===== src/rtl/flash_doze_ctrl.sv =====
module flash_doze_ctrl #(
  parameter int NREQ     = 4,
  parameter int CW       = 4,
  parameter int WAKE_CYC = 130,
  parameter int RD_CYC   = 4
) (
  input  logic            clk,
  input  logic            rst_n,
  input  logic            cmd_valid,
  input  logic [CW-1:0]   cmd_code,
  output logic            cmd_ready,
  output logic            fwd_valid,
  output logic [CW-1:0]   fwd_code,
  input  logic            sys_abort,
  input  logic [NREQ-1:0] rd_req,
  output logic [NREQ-1:0] rd_gnt,
  input  logic            dma_wr_req,
  output logic            dma_wr_stall,
  output logic            flash_sleep,
  output logic            clk_en,
  output logic [6:0]      status,
  input  logic            hib_req,
  output logic            hib_ack
);
  localparam int WW = $clog2(WAKE_CYC + 1);
  localparam int RW = $clog2(RD_CYC + 1);
  localparam logic [CW-1:0] OP_IDLE  = CW'(0);
  localparam logic [CW-1:0] OP_SLEEP = CW'(1);
  localparam logic [CW-1:0] OP_ABORT = CW'(2);

  typedef enum logic [1:0] {AWAKE, ASLEEP, WAKING} st_t;

  st_t           st;
  logic [WW-1:0] wcnt;
  logic [RW-1:0] bcnt;
  logic [1:0]    abrt;
  logic          busy, taken, is_idle, is_sleep, is_abort, wake_go, abort_set;
  logic [NREQ-1:0] pick;

  assign busy     = |bcnt;
  assign is_idle  = cmd_code == OP_IDLE;
  assign is_sleep = cmd_code == OP_SLEEP;
  assign is_abort = cmd_code == OP_ABORT;

  assign cmd_ready = (st == ASLEEP) || (st == AWAKE && !busy);
  assign taken     = cmd_valid && cmd_ready;
  assign fwd_valid = taken && st == AWAKE && !is_idle && !is_sleep && !is_abort;
  assign fwd_code  = cmd_code;

  assign wake_go   = st == ASLEEP && ((taken && (is_idle || is_abort)) || |rd_req);
  assign abort_set = (taken && is_abort) || (st == AWAKE && sys_abort);

  always_comb begin
    pick = '0;
    for (int i = NREQ - 1; i >= 0; i--)
      if (rd_req[i]) pick = NREQ'(1) << i;
  end

  assign rd_gnt = (st == AWAKE && !busy && !cmd_valid && !hib_req) ? pick : '0;

  assign flash_sleep  = st == ASLEEP;
  assign clk_en       = st != ASLEEP;
  assign dma_wr_stall = dma_wr_req && st != AWAKE;
  assign status       = {st == ASLEEP, abrt, 4'b0000};
  assign hib_ack      = hib_req && !busy;

  always_ff @(posedge clk or negedge rst_n) begin
    if (!rst_n) begin
      st   <= AWAKE;
      wcnt <= '0;
    end else begin
      unique case (st)
        AWAKE:  if (taken && is_sleep) st <= ASLEEP;
        ASLEEP: if (wake_go) begin
                  st   <= WAKING;
                  wcnt <= WW'(WAKE_CYC - 1);
                end
        WAKING: if (wcnt == '0) st <= AWAKE;
                else wcnt <= wcnt - 1'b1;
        default: st <= AWAKE;
      endcase
    end
  end

  always_ff @(posedge clk or negedge rst_n) begin
    if (!rst_n)          bcnt <= '0;
    else if (|rd_gnt)    bcnt <= RW'(RD_CYC);
    else if (busy)       bcnt <= bcnt - 1'b1;
  end

  always_ff @(posedge clk or negedge rst_n) begin
    if (!rst_n)         abrt <= 2'b00;
    else if (abort_set) abrt <= 2'b11;
    else if (fwd_valid) abrt <= 2'b00;
  end
endmodule


===== config.mk =====
export PLATFORM = sky130hd
export DESIGN_NAME = flash_doze_ctrl
export DESIGN_NICKNAME = d
export VERILOG_FILES = /design/src/rtl/flash_doze_ctrl.sv
export SDC_FILE = /design/constraint.sdc
export NUM_CORES = 1
export LEC_CHECK = 0
export BUFFER_PORTS_ARGS = -buffer_cell sky130_fd_sc_hd__buf_2
export CAP_MARGIN = 10
export CORE_ASPECT_RATIO = 1.25
export CORE_UTILIZATION = 40
export CTS_CLUSTER_SIZE = 10
export DETAILED_ROUTE_END_ITERATION = 12
export MAX_ROUTING_LAYER = met4
export PLACE_DENSITY_LB_ADDON = 0.05
export SYNTH_ARGS = -nofsm -noshare
export SYNTH_HDL_FRONTEND = slang
export SYNTH_SLANG_ARGS = --single-unit
export TNS_END_PERCENT = 100

===== constraint.sdc =====
create_clock -name clk -period 4.2 [get_ports clk]
set_clock_uncertainty 0.2 [all_clocks]
set_input_delay 0.21 -clock clk [delete_from_list [all_inputs] [get_ports clk]]
set_output_delay 0.21 -clock clk [all_outputs]
set_load 0.05 [all_outputs]

# Yosys cells after proc, flatten, opt, wreduce, memory -nomap -nowiden
# Cells that the tools add are included.
[classes] n_addsub=2 eq_ne=9 muxes=16 n_reduce_logical=37
[op_table] op="4-bit two-way mux" n=5
[op_table] op="8-bit two-way mux" n=2
[op_table] op="8-bit one-hot mux with 2 select lines" n=1
[op_table] op="1-bit logical AND" n=15
[op_table] op="2-bit two-way mux" n=5
[op_table] op="8-bit zero test" n=1
[op_table] op="2-bit nonzero test" n=4
[op_table] op="4-bit OR reduction" n=2
[op_table] op="8-bit by 1-bit subtractor with 8-bit output (second input constant)" n=1
[op_table] op="1-bit zero test" n=6
[op_table] op="3-bit two-way mux" n=2
[op_table] op="2-bit by 1-bit != test with 1-bit output (second input constant)" n=3
[op_table] op="2-bit one-hot mux with 3 select lines" n=1
[op_table] op="3-bit AND reduction" n=2
[op_table] op="4-bit by 1-bit equality test with 1-bit output (second input constant)" n=1
[op_table] op="4-bit by 2-bit equality test with 1-bit output (second input constant)" n=1
[op_table] op="4-bit zero test" n=1
[op_table] op="1-bit logical OR" n=4
[op_table] op="2-bit != test (second input constant)" n=2
[op_table] op="3-bit OR reduction" n=1
[op_table] op="3-bit by 1-bit subtractor with 3-bit output (second input constant)" n=1
[op_table] op="2-bit by 1-bit equality test with 1-bit output (second input constant)" n=1
[op_table] op="2-bit equality test (second input constant)" n=1
[op_table] op="2-bit zero test" n=1
[word_totals] ff_bits=15 in_bits=14 out_inout_bits=21 wordCells=68

# Longest topological paths before layout
# Gate-level depths: netlist (run 1).
[depth] depth_word=11 depth_mapped=7

# Least setup slack after synthesis (run 1)
# No wires, ideal clock.
[synth_path] path_type="register to output" start="register bcnt[0]" end="output rd_gnt[2]" t_arrival_ns=2.789 required_time_ns=3.790 path_slack_ns=1.001 path_stages_with_launch=7 path_cell_list="dfrtp_1 -> inv_1 -> ha_1 -> nor2b_1 -> clkbuf_1 -> nand3_1 -> nor4b_1"
[synth_between] elab_chain_len=6
[synth_rtl] element="start, declared" line_no="35" source="logic [RW-1:0] bcnt;"
[synth_rtl] element="start signal, assigned" line_no="87" source="else if (|rd_gnt) bcnt <= RW'(RD_CYC);"
[synth_rtl] element="start signal, assigned" line_no="88" source="else if (busy) bcnt <= bcnt - 1'b1;"
[synth_rtl] element="3-bit OR reduction" line_no="40" source="assign busy = |bcnt;"
[synth_rtl] element="1-bit zero test" line_no="59" source="assign rd_gnt = (st == AWAKE && !busy && !cmd_valid && !hib_req) ? pick : '0;"
[synth_rtl] element="1-bit logical AND (3 in a row)" line_no="59"
[synth_rtl] element="4-bit two-way mux" line_no="59"
[synth_rtl] element="end, declared" line_no="16" source="output logic [NREQ-1:0] rd_gnt,"
# No other way between the ends.

# Worst setup path in the final report (run 1)
# Ends and elaborated chain as after synthesis.

==> impl_metrics.py, run 1 <==
metrics = {
    "floorplanning": {
        "core_area_mm2": 0.00226,
        "rows": 19,
        "die_h_um": 57.5,
        "dieArea_mm2": 0.00267,
        "initial_core_util_pct": 43.7,
        "ios": 35,
        "die_w_um": 46.4,
    },
    "place": {
        "dp_slack_ns": 1.89,
        "dpl_cell_area_mm2": 0.00111,
        "port_buffers": 30,
        "dpl.hpwl_um": 1610,
        "gp_congestion": 0.814,
        "placedCellCount": 167,
    },
    "pwr": {
        "powerDensity_mw_per_mm2": 652,
        "total_power_mw": 0.752,
        "p_leak_nw": 0.581,
        "ir_drop_v": 0.000311,
    },
    "worst_hold_path": {
        "hold_class": "in -> reg",
    },
    "synth": {
        "ys_types": 38,
        "syn-cell-area_um2": 986,
        "synth-seq-cells": 14,
        "avgSynthCellArea_um2": 8.65,
        "syn-instance-count": 114,
        "synth-main-ff-cell": "dfrtp_1",
        "synth-async-reset-ratio_pct": 100,
        "ys_seq_area_share_pct": 35.5,
        "synth_edf_count": 0,
        "synth_warnings": 0,
    },
    "timing": {
        "worst_slack_ns": 1.60,
        "min_period_over_period_pct": 62.0,
        "hold_slack_ns": 0.0253,
        "max_freq_ghz": 0.384,
        "finalCriticalPeriod_ns": 2.60,
        "fin_tns_setup_ns": 0,
        "setup_violations": 0,
        "hold_viol": 0,
        "rsz0062_at_grt": "false",
        "slew_violations": 0,
    },
    "routing": {
        "drc": 0,
        "finalWirelength_um": 2010,
        "vias": 868,
        "first_pass_iters": 4,
        "postRouteAntennaNets": 0,
        "wire_per_inst_um": 11.7,
        "drt_iter0_drc": 12,
        "viasPerCell": 5.05,
    },
    "global_routing": {
        "grt_pass1_vias": 837,
        "antenna_found_initial": 0,
        "grt.total_usage_pct": 17.7,
        "grt_first_pass_wirelength_um": 3420,
        "grt_max_degree": 15,
        "grt.overflow.total": 0,
    },
    "worst_setup_path": {
        "endpoint_kind": "output port",
        "critical_path_class": "reg -> out",
        "critPathTopFamily": "simple AND/OR/NAND/NOR gates",
        "path_cells": "inv_1 -> ha_1 -> nor2b_1 -> nand3_1 -> nor4b_1 -> buf_2",
        "cp.required_ns": 3.79,
        "cp-start-kind": "flop",
        "worstPathMaxFanout": 7,
        "critPathMaxStageDelay_ns": 0.39,
        "slowest_stage": "nor2b_1",
        "cp_data_arrival_time_ns": 2.19,
        "cp_num_buf_inv": 2,
    },
    "status": {
        "status": "finished clean",
    },
    "cts": {
        "postCtsSetupBuffers": 0,
        "htreeDepth": 1,
        "cts_tree": "done",
        "numCtsBuffers": 3,
        "clock_sinks": 14,
        "clk_pin_slew_ns": 0.08,
        "ctsResizeCount": 0,
        "root_buffer": "clkbuf_4",
        "holdBufCountCts": 1,
        "clk_latency_ns": 0.28,
        "cts_buffer_depth": 2,
    },
    "cells_and_area": {
        "design_area_mm2": 0.00115,
        "drive_gt1_share_pct": 29.8,
        "area_delta_synth_final_pct": 17.0,
        "final_common_cell": "buf_2",
        "nNetsFinal": 160,
        "fin_cells": 172,
        "fin_util_pct": 51.1,
        "final_cell_mix": "30 x buf_2, 14 x dfrtp_1, 12 x inv_1, 12 x nor2_1",
        "diodes": 0,
    },
    "run": {
        "cap_viol_max_count": 0,
    },
}
==> final cells by class <==
class,count,area (um2)
clock buffer,4,36.3
fill,222,1100
inverter,12,45.0
multi-input combinational,80,523
sequential,14,350
tap,31,38.8
timing repair buffer,31,160
==> registers in the layout, indices dropped and copies added (netlist names) <==
| register | flops |
|---|---|
| st | 2 |
| bcnt | 3 |
| abrt | 1 |
| wcnt | 8 |
==> worst reg2reg max path, cell delays in order (launching register included) <==
cell and delay [ns]:
dfrtp_1 0.44, inv_1 0.14, ha_1 0.17, or3b_2 0.48, o21ai_4 0.22, nor3b_1 0.08, a211o_1 0.26
==> synthesized netlist by cell type (2+ instances only) <==
master / instances / share of area [%]
nand3_1: 4 / 2.0
dfrtp_1: 14 / 36
ha_1: 4 / 5.1
a211oi_1: 2 / 1.5
a21oi_1: 5 / 2.5
nor4b_1: 2 / 1.8
o22ai_1: 2 / 1.3
inv_1: 12 / 4.6
nor3b_1: 4 / 3.0
nand2b_1: 3 / 1.9
a211o_1: 3 / 2.7
nor2b_1: 3 / 1.9
buf_4: 10 / 7.6
nor4_1: 5 / 3.2
nor3_1: 4 / 2.0
nor2_1: 12 / 4.6
nand2_1: 4 / 1.5
==> per-layer routing <==
metal	wire [um]	global-route usage [%]
met2	995	26.6
met1	904	22.1
met5	0	-
met4	59	9.24
met3	46	2.85
==> path summary, 6_finish.rpt <==
kind                                   to  depth (start not counted)  slack [ns]      start
worst max-delay path            rd_gnt[2]                          6        1.60    bcnt[0]
worst min-delay path              abrt[0]                          3        0.03  sys_abort
worst max register to register    wcnt[2]                          6        2.10    wcnt[0]
worst min register to register    bcnt[1]                          2        0.32    bcnt[1]
max in group asynchronous         wcnt[1]                          2        3.41      rst_n
min in group asynchronous         wcnt[5]                          2        0.15      rst_n
==> power breakdown <==
part	switching, mW	internal [mW]	leakage, nW
logic	0.250	0.152	0.389
clock network	0.0451	0.0527	0.0210
registers	0.0613	0.191	0.171
total	0.356	0.396	0.581
==> logic make-up (layout without fill, tap and decap cells) <==
logic type	count (synthesis)	in the layout	share of synthesized area, %
fa+ha+maj	4	4	5.08
simple gates	48	48	27.5
buf+inv	23	47	12.6
xor+xnor	1	1	0.888
flops	14	14	35.5
other cells	1	4	0.380
compound gates	23	23	18.0
(Power assumes the default switching activity.)
==> run 2, diff against run 1 <==
==> constraint.sdc (replaced) <==
create_clock -name clk -period 2.11 [get_ports clk]
set_clock_uncertainty 0.2 [all_clocks]
set_input_delay 0.1055 -clock clk [delete_from_list [all_inputs] [get_ports clk]]
set_output_delay 0.1055 -clock clk [all_outputs]
set_load 0.05 [all_outputs]
==> run 2 against run 1 <==
Compared with the run above:
- critical path depth unchanged
- die area unchanged
- utilization grew 7.1 points
- cell count up 4.1%
- combinational power up 130%
- clock power increased by 100%
- global-route usage up 2.1 points
- non-clock buffer count grew 7
- total power increased by 120%
- via count grew 6.5%
- largest cell class unchanged
- largest power group unchanged
==> impl_metrics.py, run 2 (same netlist as run 1, synthesis figures left out) <==
metrics = {
    "cells_and_area": {
        "top_register": "wcnt",
        "diodes": 0,
        "seq_area_um2": 350,
        "top_regs": "wcnt: 8 flops, bcnt: 3 flops, st: 2 flops",
        "nFillCells": 213,
        "fin_cells": 179,
        "multi_input_area_um2": 594,
        "drive_gt1_share_pct": 39.2,
        "final_common_cell": "buf_2",
        "final_cell_mix": "25 x buf_2, 14 x dfrtp_1, 10 x nor2_1",
        "fin_util_pct": 58.2,
        "nNetsFinal": 167,
        "area_delta_synth_final_pct": 33.4,
        "largest_register_ffs": 8,
    },
    "pwr": {
        "powerDensity_mw_per_mm2": 1240,
        "p_leak_nw": 0.626,
        "ir_drop_v": 0.000691,
    },
    "cts": {
        "numCtsBuffers": 3,
        "clk_latency_ns": 0.29,
        "cts_buffer_depth": 2,
        "htreeDepth": 1,
        "clock_sinks": 14,
        "root_buffer": "clkbuf_4",
        "clk_pin_slew_ns": 0.09,
        "cts_tree": "done",
    },
    "routing": {
        "finalWirelength_um": 2220,
        "viasPerCell": 5.16,
        "first_pass_iters": 4,
        "postRouteAntennaNets": 0,
        "wire_per_inst_um": 12.4,
        "drc": 0,
        "drt_iter0_drc": 17,
        "vias": 924,
    },
    "global_routing": {
        "antenna_found_initial": 0,
        "grt_util_met3_pct": 6.01,
        "grt.met2_usage_pct": 32.1,
        "grt_max_degree": 15,
        "grt_use_met1_pct": 22.0,
        "grt_busiest_layer": "met2",
        "grt_pass1_vias": 900,
        "grt.total_usage_pct": 19.8,
        "grt_first_pass_wirelength_um": 3730,
        "grt.overflow.total": 0,
    },
    "worst_setup_path": {
        "r2r-end": "wcnt[2]",
        "cp.required_ns": 2.09,
        "critPathMostFrequentCell": "dlygate4sd3_1",
        "critPathMaxStageDelay_ns": 0.55,
        "endpoint_kind": "flop",
        "cp-start-kind": "input pin",
        "r2r_slack_ns": 0.08,
        "critical_path_class": "in -> reg",
        "cp_data_arrival_time_ns": 2.04,
        "slowest_stage": "dlygate4sd3_1",
        "critPathTopFamily": "buffers and inverters",
        "cp_num_buf_inv": 3,
        "startpoint": "cmd_code[0]",
        "path_cells": "dlygate4sd3_1 -> buf_2 -> nor4b_1 -> nand2b_1 -> o22ai_1 -> dlygate4sd3_1",
        "worstReg2RegStart": "wcnt[1]",
        "reg2regPathDepth": 6,
        "worstPathMaxFanout": 4,
    },
    "timing": {
        "finalCriticalPeriod_ns": 2.06,
        "max_freq_ghz": 0.486,
        "slew_violations": 0,
        "worst_slack_ns": 0.0529,
        "hold_viol": 0,
        "min_period_over_period_pct": 97.5,
        "setup_violations": 0,
        "rsz0062_at_grt": "true",
    },
    "place": {
        "port_buffers": 30,
        "dpl.hpwl_um": 1680,
        "dp_slack_ns": 0.0763,
        "gp_congestion": 0.839,
        "placedCellCount": 169,
    },
    "floorplanning": {
        "die_w_um": 46.4,
        "initial_core_util_pct": 43.7,
        "core_area_mm2": 0.00226,
        "ios": 35,
        "die_h_um": 57.5,
        "rows": 19,
        "dieArea_mm2": 0.00267,
    },
    "run": {
        "cap_viol_max_count": 0,
    },
    "worst_hold_path": {
        "hold_class": "in -> async",
    },
    "status": {
        "status": "finished clean",
    },
}
run 2: cell type report:
cell class                      count  area share [%]
Sequential cell                    14            26.6
Timing Repair Buffer               38            19.0
Inverter                           12            3.43
Tap cell                           31            2.95
Multi-Input combinational cell     80            45.2
Clock buffer                        4            2.76
run 2: repair_timing:
action / 4_1_cts / 5_1_grt
gates resized for setup: 9 / 10
setup endpoints to repair: 4 / 8
hold buffers: 5 / 0
setup buffers: 0 / 1
pin swaps: 2 / 2
endpoints found under the hold margin: 16 / 0
run 2: per-layer routing:
metal  up-vias  wire (um)  part of all wire [%]
met1       443        917                    41
li1        457          -                     -
met5         -          0                     0
met4         0         30                   1.4
met2        20       1190                    54
met3         4         80                   3.6
run 2: through the flow:
| step | setup TNS (ns) | power, mW | hold slack, ns | instance area [um2] |
|---|---|---|---|---|
| after floorplan | 0 | 1.17 | -0.390 | 1040 |
| after global placement | 0 | 1.34 | -0.180 | 1170 |
| after detailed placement | 0 | 1.36 | -0.177 | 1170 |
| after CTS | 0 | 1.60 | 0.0451 | 1290 |
| after global routing | -0.0105 | 1.77 | 0.0732 | 1320 |
| final | 0 | 1.63 | 0.0402 | 1320 |
run 2: where the power goes:
group / switching [mW] / internal (mW)
registers: 0.124 / 0.380
clock network: 0.0944 / 0.105
logic: 0.548 / 0.378
total: 0.766 / 0.863
run 2: worst max path at each step:
| stage | cells after the start | end | slack, ns |
|---|---|---|---|
| 6_report | 6 | st[0] | 0.05 |
| 5_1_grt | 7 | fwd_valid | -0.008 |
| 4_1_cts | 7 | fwd_valid | 0.009 |
| 3_5_place_dp | 6 | wcnt[2] | 0.08 |
| 3_3_place_gp | 6 | wcnt[2] | 0.11 |
| 2_1_floorplan | 6 | rd_gnt[1] | 0.03 |
==> run 3, diff against run 2 <==
--- a/config.mk
+++ b/config.mk
@@ -8,7 +8,7 @@
 export BUFFER_PORTS_ARGS = -buffer_cell sky130_fd_sc_hd__buf_2
 export CAP_MARGIN = 10
 export CORE_ASPECT_RATIO = 1.25
-export CORE_UTILIZATION = 40
+export CORE_UTILIZATION = 44
 export CTS_CLUSTER_SIZE = 10
 export DETAILED_ROUTE_END_ITERATION = 12
 export MAX_ROUTING_LAYER = met4
==> run 3 against run 2 <==
Compared with the run above:
- cell count down 0.56%
- maximum frequency increased by 1.8%
- via count up 0.22%
- critical endpoint is now wcnt[2]
- largest cell class unchanged
- largest power group unchanged
==> impl_metrics.py, run 3 (same netlist as run 1, synthesis figures left out) <==
metrics = {
    "place": {
        "placedCellCount": 168,
        "port_buffers": 30,
        "dpl.hpwl_um": 1740,
        "gp_congestion": 0.919,
    },
    "cts": {
        "cts_buffer_depth": 2,
        "clk_pin_slew_ns": 0.08,
        "clk_latency_ns": 0.28,
        "clock_sinks": 14,
        "htreeDepth": 1,
        "numCtsBuffers": 3,
        "cts_tree": "done",
        "root_buffer": "clkbuf_4",
    },
    "pwr": {
        "ir_drop_v": 0.000788,
        "p_comb_share_pct": 58.7,
        "power.share.clock_pct": 9.4,
        "pwr-share-seq_pct": 31.8,
        "swShare_pct": 48.1,
        "p_leak_nw": 0.622,
        "p_switching_mw": 0.765,
        "total_power_mw": 1.59,
        "internal-power_mw": 0.825,
        "powerDensity_mw_per_mm2": 1220,
    },
    "worst_setup_path": {
        "worstPathMaxFanout": 5,
        "cp.required_ns": 2.08,
        "endpoint_kind": "flop",
        "reg2regPathDepth": 6,
        "cp_num_buf_inv": 1,
        "path_cells": "inv_2 -> ha_1 -> or3b_2 -> o21ai_4 -> nor3b_1 -> a211o_1",
        "critPathTopFamily": "simple AND/OR/NAND/NOR gates",
        "critPathMaxStageDelay_ns": 0.49,
        "worstReg2RegStart": "wcnt[1]",
        "r2r_slack_ns": 0.09,
        "cp_data_arrival_time_ns": 1.99,
        "critical_path_class": "reg -> reg",
        "crit_cells": 6,
        "slowest_stage": "or3b_2",
        "r2r-end": "wcnt[2]",
        "cp-start-kind": "flop",
    },
    "floorplanning": {
        "initial_core_util_pct": 48.1,
        "core_area_mm2": 0.00205,
        "die_w_um": 44.3,
        "die_h_um": 54.9,
        "ios": 35,
        "rows": 18,
        "dieArea_mm2": 0.00244,
    },
    "cells_and_area": {
        "top_register": "wcnt",
        "nNetsFinal": 168,
        "nFillCells": 175,
        "diodes": 0,
        "top_regs": "wcnt: 8 flops, bcnt: 3 flops, st: 2 flops",
        "largest_register_ffs": 8,
        "area_delta_synth_final_pct": 32.4,
        "fin_cells": 178,
        "drive_gt1_share_pct": 38.5,
        "final_common_cell": "buf_2",
        "final_cell_mix": "26 x buf_2, 14 x dfrtp_1, 11 x nor2_1",
    },
    "routing": {
        "drc": 0,
        "drt_iter0_drc": 13,
        "finalWirelength_um": 2180,
        "wire_per_inst_um": 12.2,
        "postRouteAntennaNets": 0,
        "vias": 926,
        "viasPerCell": 5.20,
        "first_pass_iters": 5,
    },
    "status": {
        "status": "finished clean",
    },
    "global_routing": {
        "grt.overflow.total": 0,
        "grt_pass1_vias": 863,
        "grt_first_pass_wirelength_um": 3640,
        "antenna_found_initial": 0,
        "grt_max_degree": 15,
        "grt.total_usage_pct": 21.7,
    },
    "worst_hold_path": {
        "hold_class": "in -> async",
    },
    "timing": {
        "hold_slack_ns": 0.0473,
        "max_freq_ghz": 0.495,
        "slew_violations": 0,
        "setup_violations": 0,
        "hold_viol": 0,
        "min_period_over_period_pct": 95.7,
        "finalCriticalPeriod_ns": 2.02,
    },
    "run": {
        "cap_viol_max_count": 0,
    },
}
run 3: area by class of cell:
cell class	instances	area [um2]	share of cell area, %
sequential	14	350	26.8
clock buffer	3	22.5	1.73
tap	30	37.5	2.88
timing repair buffer	39	255	19.6
multi-input combinational	80	594	45.5
inverter	12	45.0	3.45
run 3: layer usage:
metal,track usage (%),vias up,routed length (um)
met5,-,-,0
met4,15.2,0,62
met3,1.95,6,79
met2,38.5,30,1130
met1,22.7,432,906
li1,-,458,-
run 3: worst reg2reg max path, delay by kind of cell (launching register included):
family,cells,cell delay (ns)
flip-flops,1,0.42
adder cells (fa/ha/maj),1,0.15
AND/OR/NAND/NOR,2,0.57
buffers and inverters,1,0.09
AO/OA/AOI/OAI,2,0.48
run 3: power groups by stage:
stage | registers, mW | logic, mW | clock network (mW)
floorplan | 0.497 | 0.674 | 0
global placement | 0.494 | 0.851 | 0
detailed placement | 0.499 | 0.868 | 0
CTS | 0.499 | 0.903 | 0.153
global route | 0.524 | 1.04 | 0.171
finish | 0.506 | 0.934 | 0.150
run 3: timing repair:
item	in CTS	in global routing
pin swaps	1	3
cloned	0	0
hold buffers	5	0
hold endpoints to repair	16	0
setup buffers	0	2
gates resized for setup	8	10
setup endpoints to repair	5	10
run 3: worst max-delay path by stage:
stage                       start         to  slack, ns
after floorplan           bcnt[0]  rd_gnt[1]       0.03
after global placement    wcnt[1]    wcnt[2]       0.11
after detailed placement  wcnt[1]    wcnt[2]       0.08
after CTS                 bcnt[0]  rd_gnt[3]       0.01
after global routing      bcnt[0]  fwd_valid     -0.007
final                     wcnt[1]    wcnt[2]       0.09
run 3: through the flow:
stage	util, %	area [um2]	TNS (ns)	setup slack [ns]
floorplan	-	1040	0	0.0324
global placement	57.0	1170	0	0.114
detailed placement	57.0	1170	0	0.0831
CTS	62.0	1270	0	0.00995
global route	63.7	1310	-0.00653	-0.00653
finish	63.7	1310	0	0.0898
